File: src/rtl/perfMonPkg.sv
package perfMonPkg;
  parameter int NUM_CNT = 4;
  parameter int CNT_W   = 32;
  parameter int ADDR_W  = 6;

  localparam int ALIAS_BASE = 0;
  localparam int CNT_BASE   = 16;
  localparam int LCTL_BASE  = 32;
  localparam int GCTL_ADDR  = 48;

  localparam int LCTL_COND = 0;
  localparam int LCTL_RUN  = 1;
  localparam int GCTL_FRZ  = 0;
  localparam int GCTL_FOC  = 1;
  localparam int GCTL_IEN  = 2;

  typedef struct packed {
    logic [NUM_CNT-1:0] load;
    logic [NUM_CNT-1:0] inc;
  } cntStrobe_t;
endpackage

File: src/rtl/perfMonDatapath.sv
module perfMonDatapath
  import perfMonPkg::*;
(
  input  logic                           clk,
  input  logic                           rstN,
  input  cntStrobe_t                     strobe,
  input  logic [CNT_W-1:0]               wrData,
  output logic [NUM_CNT-1:0][CNT_W-1:0]  cntVal
);
  for (genvar g = 0; g < NUM_CNT; g++) begin : gCnt
    always_ff @(posedge clk) begin
      if (!rstN)              cntVal[g] <= '0;
      else if (strobe.load[g]) cntVal[g] <= wrData;
      else if (strobe.inc[g])  cntVal[g] <= cntVal[g] + 1'b1;
    end

    AST_LOAD_WINS: assert property (@(posedge clk) disable iff (!rstN)
      strobe.load[g] |=> cntVal[g] == $past(wrData));
    AST_STEP_ONE: assert property (@(posedge clk) disable iff (!rstN)
      (strobe.inc[g] && !strobe.load[g]) |=> cntVal[g] == $past(cntVal[g]) + 1'b1);
    AST_IDLE_HOLD: assert property (@(posedge clk) disable iff (!rstN)
      (!strobe.inc[g] && !strobe.load[g]) |=> $stable(cntVal[g]));
  end
endmodule

File: src/rtl/perfMonCtrl.sv
module perfMonCtrl
  import perfMonPkg::*;
(
  input  logic                           clk,
  input  logic                           rstN,
  input  logic [NUM_CNT-1:0]             evtIn,
  input  logic                           wrEn,
  input  logic [ADDR_W-1:0]              wrAddr,
  input  logic [CNT_W-1:0]               wrData,
  input  logic [ADDR_W-1:0]              rdAddr,
  input  logic                           extIntEn,
  input  logic [NUM_CNT-1:0][CNT_W-1:0]  cntVal,
  output cntStrobe_t                     strobe,
  output logic [CNT_W-1:0]               rdData,
  output logic                           pmIrq
);
  logic [NUM_CNT-1:0] condEn, runEn, ovf;
  logic freezeAll, freezeOnCond, intEn, freezeTrig, gctlHit;

  always_comb begin
    for (int n = 0; n < NUM_CNT; n++) ovf[n] = cntVal[n][CNT_W-1] & condEn[n];
  end

  assign freezeTrig = freezeOnCond & (|ovf);
  assign gctlHit    = wrEn && (wrAddr == ADDR_W'(GCTL_ADDR));
  assign pmIrq      = extIntEn & intEn & (|ovf);

  always_comb begin
    for (int n = 0; n < NUM_CNT; n++) begin
      strobe.load[n] = wrEn && (wrAddr == ADDR_W'(CNT_BASE + n));
      strobe.inc[n]  = evtIn[n] & runEn[n] & ~freezeAll & ~freezeTrig;
    end
  end

  for (genvar g = 0; g < NUM_CNT; g++) begin : gLctl
    always_ff @(posedge clk) begin
      if (!rstN) begin
        condEn[g] <= 1'b0;
        runEn[g]  <= 1'b0;
      end else if (wrEn && (wrAddr == ADDR_W'(LCTL_BASE + g))) begin
        condEn[g] <= wrData[LCTL_COND];
        runEn[g]  <= wrData[LCTL_RUN];
      end
    end
  end

  always_ff @(posedge clk) begin
    if (!rstN) begin
      freezeAll    <= 1'b0;
      freezeOnCond <= 1'b0;
      intEn        <= 1'b0;
    end else if (gctlHit) begin
      freezeAll    <= wrData[GCTL_FRZ] | freezeTrig;
      freezeOnCond <= wrData[GCTL_FOC];
      intEn        <= wrData[GCTL_IEN];
    end else begin
      freezeAll    <= freezeAll | freezeTrig;
    end
  end

  always_comb begin
    rdData = '0;
    for (int n = 0; n < NUM_CNT; n++) begin
      if (rdAddr == ADDR_W'(ALIAS_BASE + n) || rdAddr == ADDR_W'(CNT_BASE + n))
        rdData = cntVal[n];
      if (rdAddr == ADDR_W'(LCTL_BASE + n)) begin
        rdData[LCTL_COND] = condEn[n];
        rdData[LCTL_RUN]  = runEn[n];
      end
    end
    if (rdAddr == ADDR_W'(GCTL_ADDR)) begin
      rdData[GCTL_FRZ] = freezeAll;
      rdData[GCTL_FOC] = freezeOnCond;
      rdData[GCTL_IEN] = intEn;
    end
  end

  AST_FREEZE_STICKS: assert property (@(posedge clk) disable iff (!rstN)
    freezeTrig |=> freezeAll);
  AST_FROZEN_STABLE: assert property (@(posedge clk) disable iff (!rstN)
    (freezeAll && strobe.load == '0) |=> $stable(cntVal));
  AST_ALIAS_RO: assert property (@(posedge clk) disable iff (!rstN)
    (wrEn && wrAddr < ADDR_W'(ALIAS_BASE + NUM_CNT)) |-> strobe.load == '0);
endmodule

File: src/rtl/perfMonUnit.sv
module perfMonUnit
  import perfMonPkg::*;
(
  input  logic                clk,
  input  logic                rstN,
  input  logic [NUM_CNT-1:0]  evtIn,
  input  logic                wrEn,
  input  logic [ADDR_W-1:0]   wrAddr,
  input  logic [CNT_W-1:0]    wrData,
  input  logic [ADDR_W-1:0]   rdAddr,
  output logic [CNT_W-1:0]    rdData,
  input  logic                extIntEn,
  output logic                pmIrq
);
  cntStrobe_t strobe;
  logic [NUM_CNT-1:0][CNT_W-1:0] cntVal;

  perfMonCtrl u_ctrl (
    .clk(clk), .rstN(rstN), .evtIn(evtIn), .wrEn(wrEn), .wrAddr(wrAddr),
    .wrData(wrData), .rdAddr(rdAddr), .extIntEn(extIntEn), .cntVal(cntVal),
    .strobe(strobe), .rdData(rdData), .pmIrq(pmIrq)
  );

  perfMonDatapath u_dp (
    .clk(clk), .rstN(rstN), .strobe(strobe), .wrData(wrData), .cntVal(cntVal)
  );
endmodule

File: config.mk
export PLATFORM = sky130hd
export DESIGN_NAME = perfMonUnit
export DESIGN_NICKNAME = d
export VERILOG_FILES = /design/src/rtl/perfMonPkg.sv /design/src/rtl/perfMonDatapath.sv /design/src/rtl/perfMonCtrl.sv /design/src/rtl/perfMonUnit.sv
export SDC_FILE = /design/constraint.sdc
export NUM_CORES = 1
export LEC_CHECK = 0
export ABC_AREA = 1
export BUFFER_PORTS_ARGS = -buffer_cell sky130_fd_sc_hd__buf_2
export CAP_MARGIN = 25
export CORE_ASPECT_RATIO = 1.1
export CORE_MARGIN = 2
export CORE_UTILIZATION = 25
export DETAILED_ROUTE_END_ITERATION = 6
export GPL_ROUTABILITY_DRIVEN = 1
export HOLD_SLACK_MARGIN = 0.03
export PLACE_DENSITY = 0.4
export SETUP_SLACK_MARGIN = 0.02
export SYNTH_ARGS = -nofsm -noshare
export SYNTH_HDL_FRONTEND = slang
export SYNTH_SLANG_ARGS = --single-unit
File: constraint.sdc
create_clock -name clk -period 2 [get_ports clk]
set_clock_uncertainty 0.15 [all_clocks]
set_input_delay 0.1 -clock clk [delete_from_list [all_inputs] [get_ports clk]]
set_output_delay 0.1 -clock clk [all_outputs]
set_load 0.02 [all_outputs]
==> metrics <==
status finished with violations; failing checks negative hold slack; CP max stage cell dfxtp_1; CP required 1.75 ns; total track usage 0.251; core area 0.0420 mm2; Synth Flop Type dfxtp_1; global-route wire length before repair 81.1 mm; vias per cell 4.86; final hold vios 2; multi-input logic area 0.00706 mm2; ys async rst share 0; worst stage delay on the critical path 0.40 ns; total number of yosys warnings 0; Sequential Area 0.00279 mm2; Die H 220 um; Fillers 4837; dpl hpwl 43.3 mm; Syn Inst Count 1930; measured slew at the worst slew-check pin 0.542 ns; post-synth net total 1986; CTS Buf Count 17; crit path launch u_dp.cntVal[40]; Rel. slew slack 0.638; Max IR drop VDD 620 uV; H-tree levels 4; largest net degree at the start of global routing 64; reg2reg end u_dp.cntVal[47]; Setup Crit Path Kind reg2out; total congestion overflow 0; Hold WC Path Type in2reg; worst r2r src u_dp.cntVal[41]; crit path DAT 1.69 ns; flops & latches, synth 139; layout cells sized above 1 0.166; sequential-to-total area share from yosys stat 0.263; Ports 85; Placement Cell Area 0.0126 mm2; number of cell rows 79; r2r setup slk 0.11 ns; Crit. End Element output port; Total Power 6.80 mW; Worst-Skew Late Latency 0.46 ns; Antenna diodes 0; synthesized cell area 0.0106 mm2; Finished Layout Cells 2735; CTS tree yes; CTS clk-pin slew, worst paths 0.07 ns; Total Nets Final 2211; vias in the first global route 13100; CP Capture Point rdData[8]; pwr dens 483 mW/mm2; path depth of the worst reg2reg path 8; antenna violations before repair 1; root buffer cell clkbuf_16; Final min period 1.94 ns; worst-path cell chain inv_1 > o22ai_1 > a21oi_2 > o21ai_0 > buf_2; Avg WL per Cell 20.1 um; Routed Antenna Nets 0; final worst setup slack 0.0619 ns; placed insts 2660; leakage power 5.19 nW; WL final 55.0 mm; Tcrit/Tclk final 0.969; unrepaired setup endpoints after global routing no; GP Congestion 0.916; Port Buffers 84; number of synthesized flops with an enable pin 0; most frequent cells in the layout nand2_1, nor2_1, inv_1; drt pass-1 iters 5; area of the die 0.0440 mm2; design area 0.0141 mm2; CP Launch Type register; highest clock rate 516 MHz; final slew viol count 0; DR DRC count 0; Post-Place Setup Slack -0.0713 ns; via count 13300; Max Cap Viol 0; crit-path max FO 5; DRC marker count from the first detailed-route iteration 723; die width 200 um; Initial Utilization 0.252; Post-Syn Area per Cell 5.48 um2; clock sink count 139; leading cell type in the layout, fill and taps excluded nand2_1; worst hold slack -0.00263 ns; Layout area overhead 32.9%; Synth cell types 34; Final Setup Violations 0; CTS max path bufs 2
[final cells by class]
type,count,area share
inverters,211,0.0573
clock inverters,6,0.00765
well taps,567,0.0504
multi-input cells,1517,0.502
clock buffers,26,0.0362
flip-flops and latches,139,0.198
repair buffers,269,0.148
[cells by family (layout without fill, tap and decap cells)]
family / count (synthesis) / after routing / share of synthesized area
compound gates: 323 / 323 / 0.161
xor+xnor: 31 / 31 / 0.0257
fa+ha+maj: 4 / 4 / 0.00473
buf+inv: 274 / 512 / 0.101
flops: 139 / 139 / 0.263
simple gates: 1159 / 1159 / 0.444
[power breakdown]
part	switching, mW	total (mW)	internal [mW]
Sequential	0.0141	2.79	2.78
Combinational	0.307	0.458	0.151
Clock	1.42	3.55	2.13
Total	1.74	6.80	5.06
[synth_stat cells (2+ instances only)]
cell,n,area share
clkbuf_1,37,0.013
a31oi_1,9,0.0053
inv_2,9,0.0032
nor3_1,5,0.0024
buf_4,2,0.0014
o21ai_1,5,0.0024
buf_2,19,0.0090
dfxtp_1,139,0.26
or2_2,2,0.0012
buf_1,4,0.0014
nand3_2,5,0.0047
o22ai_1,40,0.024
nand3b_1,11,0.0078
a21oi_1,143,0.068
nand3_1,152,0.072
nand4_1,14,0.0083
o21ai_0,120,0.057
xor2_1,26,0.022
nand2_1,642,0.23
xnor2_1,5,0.0041
inv_1,202,0.072
nor2_2,7,0.0041
nor2_1,318,0.11
ha_1,4,0.0047
[critical path: cells and delay by family, from the launching register on]
kind	cells	cell delay, ns
buffers and inverters	2	0.29
flip-flops	1	0.40
AO/OA/AOI/OAI	3	0.55
[per-layer routing]
metal	wire [um]	track usage	vias up
li1	-	-	6611
met1	23400	0.300	6247
met2	27300	0.453	343
met3	2050	0.0251	82
met4	2210	0.116	2
met5	13	0	-
[timing repair]
action | in CTS | in global routing
endpoints found under the hold margin | 117 | 0
pin swaps | 4 | 6
gates resized for setup | 28 | 72
setup buffers | 2 | 1
endpoints found under the setup margin | 22 | 65
hold buffers | 42 | 0
[state kept, by name, indices dropped and copies added (netlist names)]
name	count
u_ctrl.condEn	4
u_ctrl.freezeAll	1
u_ctrl.freezeOnCond	1
u_ctrl.intEn	1
u_ctrl.runEn	4
u_dp.cntVal	128
[stage by stage]
| stage | util | setup TNS (ns) | hold slack, ns |
|---|---|---|---|
| 2_1_floorplan | - | 0 | 0.0986 |
| 3_3_place_gp | 0.301 | -0.104 | 0.254 |
| 3_5_place_dp | 0.301 | -0.264 | 0.267 |
| 4_1_cts | 0.329 | 0 | 0.0370 |
| 5_1_grt | 0.335 | 0 | 0.0342 |
| 6_report | 0.335 | 0 | -0.00263 |
[how the worst min path moves through the flow]
stage | startpoint | to | slack, ns | cells after the start
6_report | wrEn | u_ctrl.intEn | -0.003 | 4
5_1_grt | wrEn | u_ctrl.freezeAll | 0.03 | 5
4_1_cts | evtIn[2] | u_dp.cntVal[74] | 0.04 | 6
3_5_place_dp | wrData[3] | u_dp.cntVal[67] | 0.27 | 3
3_3_place_gp | wrData[1] | u_dp.cntVal[1] | 0.25 | 3
2_1_floorplan | wrData[2] | u_ctrl.intEn | 0.1 | 2
Power figures use the tool's default switching activity.
